File: src/rtl/memmap_pkg.sv
package memmap_pkg;

    // Write-guard states for the placement register
    typedef enum logic [1:0] {
        GS_OPEN    = 2'd0,
        GS_WRITTEN = 2'd1,
        GS_EXPIRED = 2'd2
    } guard_state_e;

endpackage

File: src/rtl/page_window.sv
// One relocatable window: a 4 KB page selector plus a span check on the low bits.
module page_window #(
    parameter int ADDR_W = 16,
    parameter int PAGE_W = 4,
    parameter int SPAN   = 1024,
    localparam int LOW_W = ADDR_W - PAGE_W,
    localparam int OFS_W = $clog2(SPAN)
) (
    input  logic [ADDR_W-1:0] addr,
    input  logic [PAGE_W-1:0] page,
    output logic              hit,
    output logic [OFS_W-1:0]  ofs
);

    logic page_match;
    logic in_span;

    always_comb begin
        page_match = (addr[ADDR_W-1 -: PAGE_W] == page);
        in_span    = (addr[LOW_W-1:0] < LOW_W'(SPAN));
        hit        = page_match && in_span;
        ofs        = addr[OFS_W-1:0];
    end

endmodule

File: src/rtl/wr_guard.sv
// Post-reset window counter and write-acceptance state machine.
module wr_guard
    import memmap_pkg::*;
#(
    parameter int OPEN_CYCLES = 64,
    localparam int CNT_W = $clog2(OPEN_CYCLES + 1)
) (
    input  logic clk,
    input  logic rst_n,
    input  logic special_mode,
    input  logic wr_hit,
    output logic wr_accept
);

    localparam logic [CNT_W-1:0] CNT_LAST  = CNT_W'(OPEN_CYCLES - 1);
    localparam logic [CNT_W-1:0] CNT_LIMIT = CNT_W'(OPEN_CYCLES);

    logic [CNT_W-1:0] cyc_cnt;
    guard_state_e     state_q;
    guard_state_e     state_d;

    // Saturating count of edges since reset release
    always_ff @(posedge clk or negedge rst_n) begin
        if (!rst_n) begin
            cyc_cnt <= '0;
        end else if (cyc_cnt != CNT_LIMIT) begin
            cyc_cnt <= cyc_cnt + 1'b1;
        end
    end

    // Next-state logic
    always_comb begin
        state_d = state_q;
        unique case (state_q)
            GS_OPEN: begin
                if (wr_hit && !special_mode) begin
                    state_d = GS_WRITTEN;
                end else if (cyc_cnt == CNT_LAST) begin
                    state_d = GS_EXPIRED;
                end
            end
            GS_WRITTEN: state_d = GS_WRITTEN;
            GS_EXPIRED: state_d = GS_EXPIRED;
            default:    state_d = GS_EXPIRED;
        endcase
    end

    // State register
    always_ff @(posedge clk or negedge rst_n) begin
        if (!rst_n) begin
            state_q <= GS_OPEN;
        end else begin
            state_q <= state_d;
        end
    end

    // Output logic
    always_comb begin
        wr_accept = 1'b0;
        unique case (state_q)
            GS_OPEN:    wr_accept = wr_hit;
            GS_WRITTEN: wr_accept = wr_hit && special_mode;
            GS_EXPIRED: wr_accept = wr_hit && special_mode;
            default:    wr_accept = 1'b0;
        endcase
    end

endmodule

File: src/rtl/map_register.sv
// Placement register holding both page nibbles.
module map_register #(
    parameter int         W       = 8,
    parameter logic [W-1:0] RST_VAL = 8'h01
) (
    input  logic         clk,
    input  logic         rst_n,
    input  logic         load,
    input  logic [W-1:0] d,
    output logic [W-1:0] q
);

    always_ff @(posedge clk or negedge rst_n) begin
        if (!rst_n) begin
            q <= RST_VAL;
        end else if (load) begin
            q <= d;
        end
    end

endmodule

File: src/rtl/memmap_window_dec.sv
module memmap_window_dec
    import memmap_pkg::*;
#(
    parameter int ADDR_W      = 16,
    parameter int PAGE_W      = 4,
    parameter int RAM_SPAN    = 1024,
    parameter int REG_SPAN    = 96,
    parameter int OPEN_CYCLES = 64,
    parameter int MAP_OFS     = 'h3D,
    parameter int MAP_RST     = 'h01,
    localparam int MAP_W      = 2 * PAGE_W,
    localparam int RAM_OFS_W  = $clog2(RAM_SPAN),
    localparam int REG_OFS_W  = $clog2(REG_SPAN)
) (
    input  logic                 clk,
    input  logic                 rst_n,
    input  logic                 special_mode,
    input  logic [ADDR_W-1:0]    addr,
    input  logic                 wr_en,
    input  logic [MAP_W-1:0]     wr_data,
    output logic                 ram_sel,
    output logic [RAM_OFS_W-1:0] ram_ofs,
    output logic                 reg_sel,
    output logic [REG_OFS_W-1:0] reg_ofs,
    output logic [MAP_W-1:0]     map_q
);

    logic                 ram_hit;
    logic                 reg_hit;
    logic [RAM_OFS_W-1:0] ram_o;
    logic [REG_OFS_W-1:0] reg_o;
    logic                 wr_hit;
    logic                 wr_accept;

    // RAM window: page from the high nibble
    page_window #(
        .ADDR_W (ADDR_W),
        .PAGE_W (PAGE_W),
        .SPAN   (RAM_SPAN)
    ) ram_win_i (
        .addr (addr),
        .page (map_q[MAP_W-1 -: PAGE_W]),
        .hit  (ram_hit),
        .ofs  (ram_o)
    );

    // Register-block window: page from the low nibble
    page_window #(
        .ADDR_W (ADDR_W),
        .PAGE_W (PAGE_W),
        .SPAN   (REG_SPAN)
    ) reg_win_i (
        .addr (addr),
        .page (map_q[PAGE_W-1:0]),
        .hit  (reg_hit),
        .ofs  (reg_o)
    );

    // Register block has priority on overlap
    always_comb begin
        reg_sel = reg_hit;
        ram_sel = ram_hit && !reg_hit;
        ram_ofs = ram_o;
        reg_ofs = reg_o;
        wr_hit  = wr_en && reg_hit && (reg_o == REG_OFS_W'(MAP_OFS));
    end

    wr_guard #(
        .OPEN_CYCLES (OPEN_CYCLES)
    ) guard_i (
        .clk          (clk),
        .rst_n        (rst_n),
        .special_mode (special_mode),
        .wr_hit       (wr_hit),
        .wr_accept    (wr_accept)
    );

    map_register #(
        .W       (MAP_W),
        .RST_VAL (MAP_W'(MAP_RST))
    ) map_i (
        .clk   (clk),
        .rst_n (rst_n),
        .load  (wr_accept),
        .d     (wr_data),
        .q     (map_q)
    );

endmodule

File: config.mk
export PLATFORM = sky130hd
export DESIGN_NAME = memmap_window_dec
export DESIGN_NICKNAME = d
export VERILOG_FILES = /design/src/rtl/memmap_pkg.sv /design/src/rtl/page_window.sv /design/src/rtl/wr_guard.sv /design/src/rtl/map_register.sv /design/src/rtl/memmap_window_dec.sv
export SDC_FILE = /design/constraint.sdc
export NUM_CORES = 1
export LEC_CHECK = 0
export ABC_CLOCK_PERIOD_IN_PS = 1500
export BUFFER_PORTS_ARGS = -buffer_cell sky130_fd_sc_hd__clkbuf_2
export CAP_MARGIN = 20
export CORE_ASPECT_RATIO = 1.4
export CORE_MARGIN = 2
export CORE_UTILIZATION = 40
export CTS_CLUSTER_DIAMETER = 120
export DETAILED_ROUTE_END_ITERATION = 6
export PLACE_DENSITY_LB_ADDON = 0.25
export SLEW_MARGIN = 20
export SYNTH_ARGS = -nofsm -noshare
export SYNTH_HDL_FRONTEND = slang
export SYNTH_SLANG_ARGS = --single-unit
export TNS_END_PERCENT = 1
File: constraint.sdc
create_clock -name clk -period 1.5 [get_ports clk]
set_clock_uncertainty 0.2 [all_clocks]
set_input_delay 0.225 -clock clk [delete_from_list [all_inputs] [get_ports clk]]
set_output_delay 0.225 -clock clk [all_outputs]
set_load 0.02 [all_outputs]
==> flow_summary.toml <==
[yosys]
synthMuxAreaShare_pct = 9.479
ys_async_sr_fraction_pct = 100.0
yosys.area_share.simple_pct = 14.93
yosysWarnings = 0
synth-edff-count = 0
syn_avg_cell_area_um2 = 10.89
synth_top_family_by_area = "simple AND/OR/NAND/NOR gates"
synth_compound_area_share_pct = 4.147
synth_xor_area_share_pct = 11.61
yosysUniqueCellTypes = 29
synthCells = 97
syn_area_mm2 = 0.001056
synth-seq-cells = 17
synth_area_leaders = "dfrtp_1 38%, buf_4 12%, xnor2_1 10%, mux2_2 8.5%, ha_1 5.9%"
synthAdderAreaFrac_pct = 5.924
syn_nets = 130
yosysTopAreaCell = "dfrtp_1"
yosys_most_used_dff = "dfrtp_1"
synth_seq_area_share_pct = 40.40
yosysTopAreaCellShare_pct = 37.91

[clocking]
cts_tree = "built"
h-tree-depth = 1
numCtsBuffers = 3
clk_pin_slew_ps = 90
clock_sinks = 17
cts_root_buf = "clkbuf_4"
cts_buffer_depth = 2
clk_latency_ps = 280

[timing]
final_max_slew_viol_count = 0
setup_ws_ps = -456.2
grt_setup_unrepaired = "yes"
worst_pin_slew_ps = 405.9
period_share_pct = 130.4
tns_ps = -3692
fin_crit_ps = 1956
whs_ps = 65.88
relSlewSlack_pct = 72.94
setup_viol = 13
max_freq_mhz = 511.2
finalHoldViolations = 0

[routing]
drcViolationCount = 0
vias = 957
drtAntennaViolNets = 0
drtIter0Drc = 14
firstDrtPassIters = 4
routedWlPerCell_um = 11.37
routed_wl_um = 2388
vias_per_cell = 4.557

[finish]
multi_input_area_um2 = 526.8
finalNonFillerCells = 210
area_growth_pct = 53.91
fillers = 226
layout_common_cells = "51 x clkbuf_2, 28 x buf_4, 15 x dfrtp_1"
drive_above_1_share_pct = 58.62
regArea_um2 = 427.9
mostFrequentLayoutCell = "clkbuf_2"
num_antenna_cells = 0
finalNetCount = 208
utilization_pct = 63.49

[die]
ios = 55
rows = 22
start_util_pct = 41.25
die_h_um = 64.80
dieArea_mm2 = 0.003073
die_w_um = 47.43
fp.coreArea_mm2 = 0.002560

[critical_path]
arrival_ps = 1530
crit_type = "reg -> out"
startpoint_type = "register"
critPathRequiredTime_ps = 1070
end_kind = "output port"
cp_max_fo = 2

[pwr]
p_total_mw = 0.8590
power_frac_clock_pct = 27.3
p_leak_nw = 0.8437
powerDensity_mw_per_mm2 = 528.5
switching_share_pct = 24.81
switchingPower_mw = 0.2132
power_frac_comb_pct = 19.4
vdd_drop_max_v = 0.0004912
p_int_mw = 0.6459
p_seq_share_pct = 53.3

[global_routing]
antenna_found_initial = 0
grt_usage_pct = 17.35
overflow = 0
grt_pass1_vias = 904
grt_max_degree = 18
grt_pass1_wl_um = 3808

[placement]
portBuffers = 54
gp_congestion = 0.7092
placedCellCount = 195
dp_hpwl_um = 1908

[worst_hold_path]
hp-class = "in -> reg"

[status]
status = "complete, but fails checks"
violations = "setup timing"

[run]
max-cap-violations = 0
[cell type report]
type	count	share of cell area, %
multi-input combinational	59	32.41
timing repair buffer	90	35.95
tap	36	2.771
clock buffer	4	1.617
inverter	4	0.9238
sequential	17	26.33
[critical path, cell delays in order, from the launching register on]
cell	delay (ps)
dfstp_2	560
xnor2_2	100
and4_4	230
and3_4	200
nor2_4	40
buf_8	120
[worst paths after layout]
kind                                                startpoint                        endpoint  slack [ps]  cells after the start
worst max register to register          map_i.q[0]$_DFFE_PN1P_          map_i.q[1]$_DFFE_PN0P_        -330                      6
max in group asynchronous                                rst_n          map_i.q[0]$_DFFE_PN1P_         580                      2
worst min-delay path                              special_mode  guard_i.state_q[0]$_DFFE_PN0P_          70                      3
worst max-delay path                    map_i.q[0]$_DFFE_PN1P_                         ram_sel        -460                      5
min in group asynchronous                                rst_n  guard_i.cyc_cnt[5]$_DFFE_PN0P_         190                      2
worst min register to register  guard_i.cyc_cnt[6]$_DFFE_PN0P_  guard_i.cyc_cnt[6]$_DFFE_PN0P_         330                      1
[power by group through the flow]
stage / logic, mW / clock network [mW] / registers, mW
5_1_grt: 0.183 / 0.266 / 0.458
6_report: 0.167 / 0.234 / 0.458
2_1_floorplan: 0.0837 / 0 / 0.467
3_5_place_dp: 0.147 / 0 / 0.467
3_3_place_gp: 0.146 / 0 / 0.467
4_1_cts: 0.167 / 0.244 / 0.458
[routing by layer]
metal	vias to the layer above	global-route usage (%)	wire length [µm]
li1	474	-	-
met1	443	17.14	829
met2	38	33.61	1415
met3	2	1.950	130
met4	0	6.250	13
met5	-	0	0
[what timing repair did]
action / CTS / global route
hold buffers: 9 / 0
buffers inserted: 1 / 1
pin swaps: 3 / 2
resized for setup: 6 / 6
hold endpoints to repair: 25 / 0
endpoints found under the setup margin: 13 / 15
[cells by family (layout without fill, tap and decap cells)]
| logic type | Yosys count | after routing |
|---|---|---|
| xor gates and xnor gates | 14 | 14 |
| adders and majority gates | 5 | 5 |
| DFF | 17 | 17 |
| AOI/OAI and AO/OA | 7 | 7 |
| buffers and inverters | 21 | 98 |
| and+or+nand+nor | 24 | 24 |
| muxes | 9 | 9 |
[synth_stat cells, types with 3 or more instances]
master	number
dfrtp_1	16
inv_1	4
buf_4	17
nor2_1	4
xnor2_1	12
nand2_1	3
ha_1	5
nand3_1	4
mux2_2	8
[through the flow]
step / setup slack, ps / cell area (µm²)
detailed placement: -246.6 / 1444
global route: -515.5 / 1625
finish: -456.2 / 1625
floorplan: -174.7 / 1069
CTS: -486.6 / 1594
global placement: -219.8 / 1444
[sequential cells by signal, summed over array words and instances, names as in the netlist]
signal / flops
guard_i.state_q: 2
guard_i.cyc_cnt: 7
map_i.q: 8
Note: power is estimated with default switching activity, not from simulation.
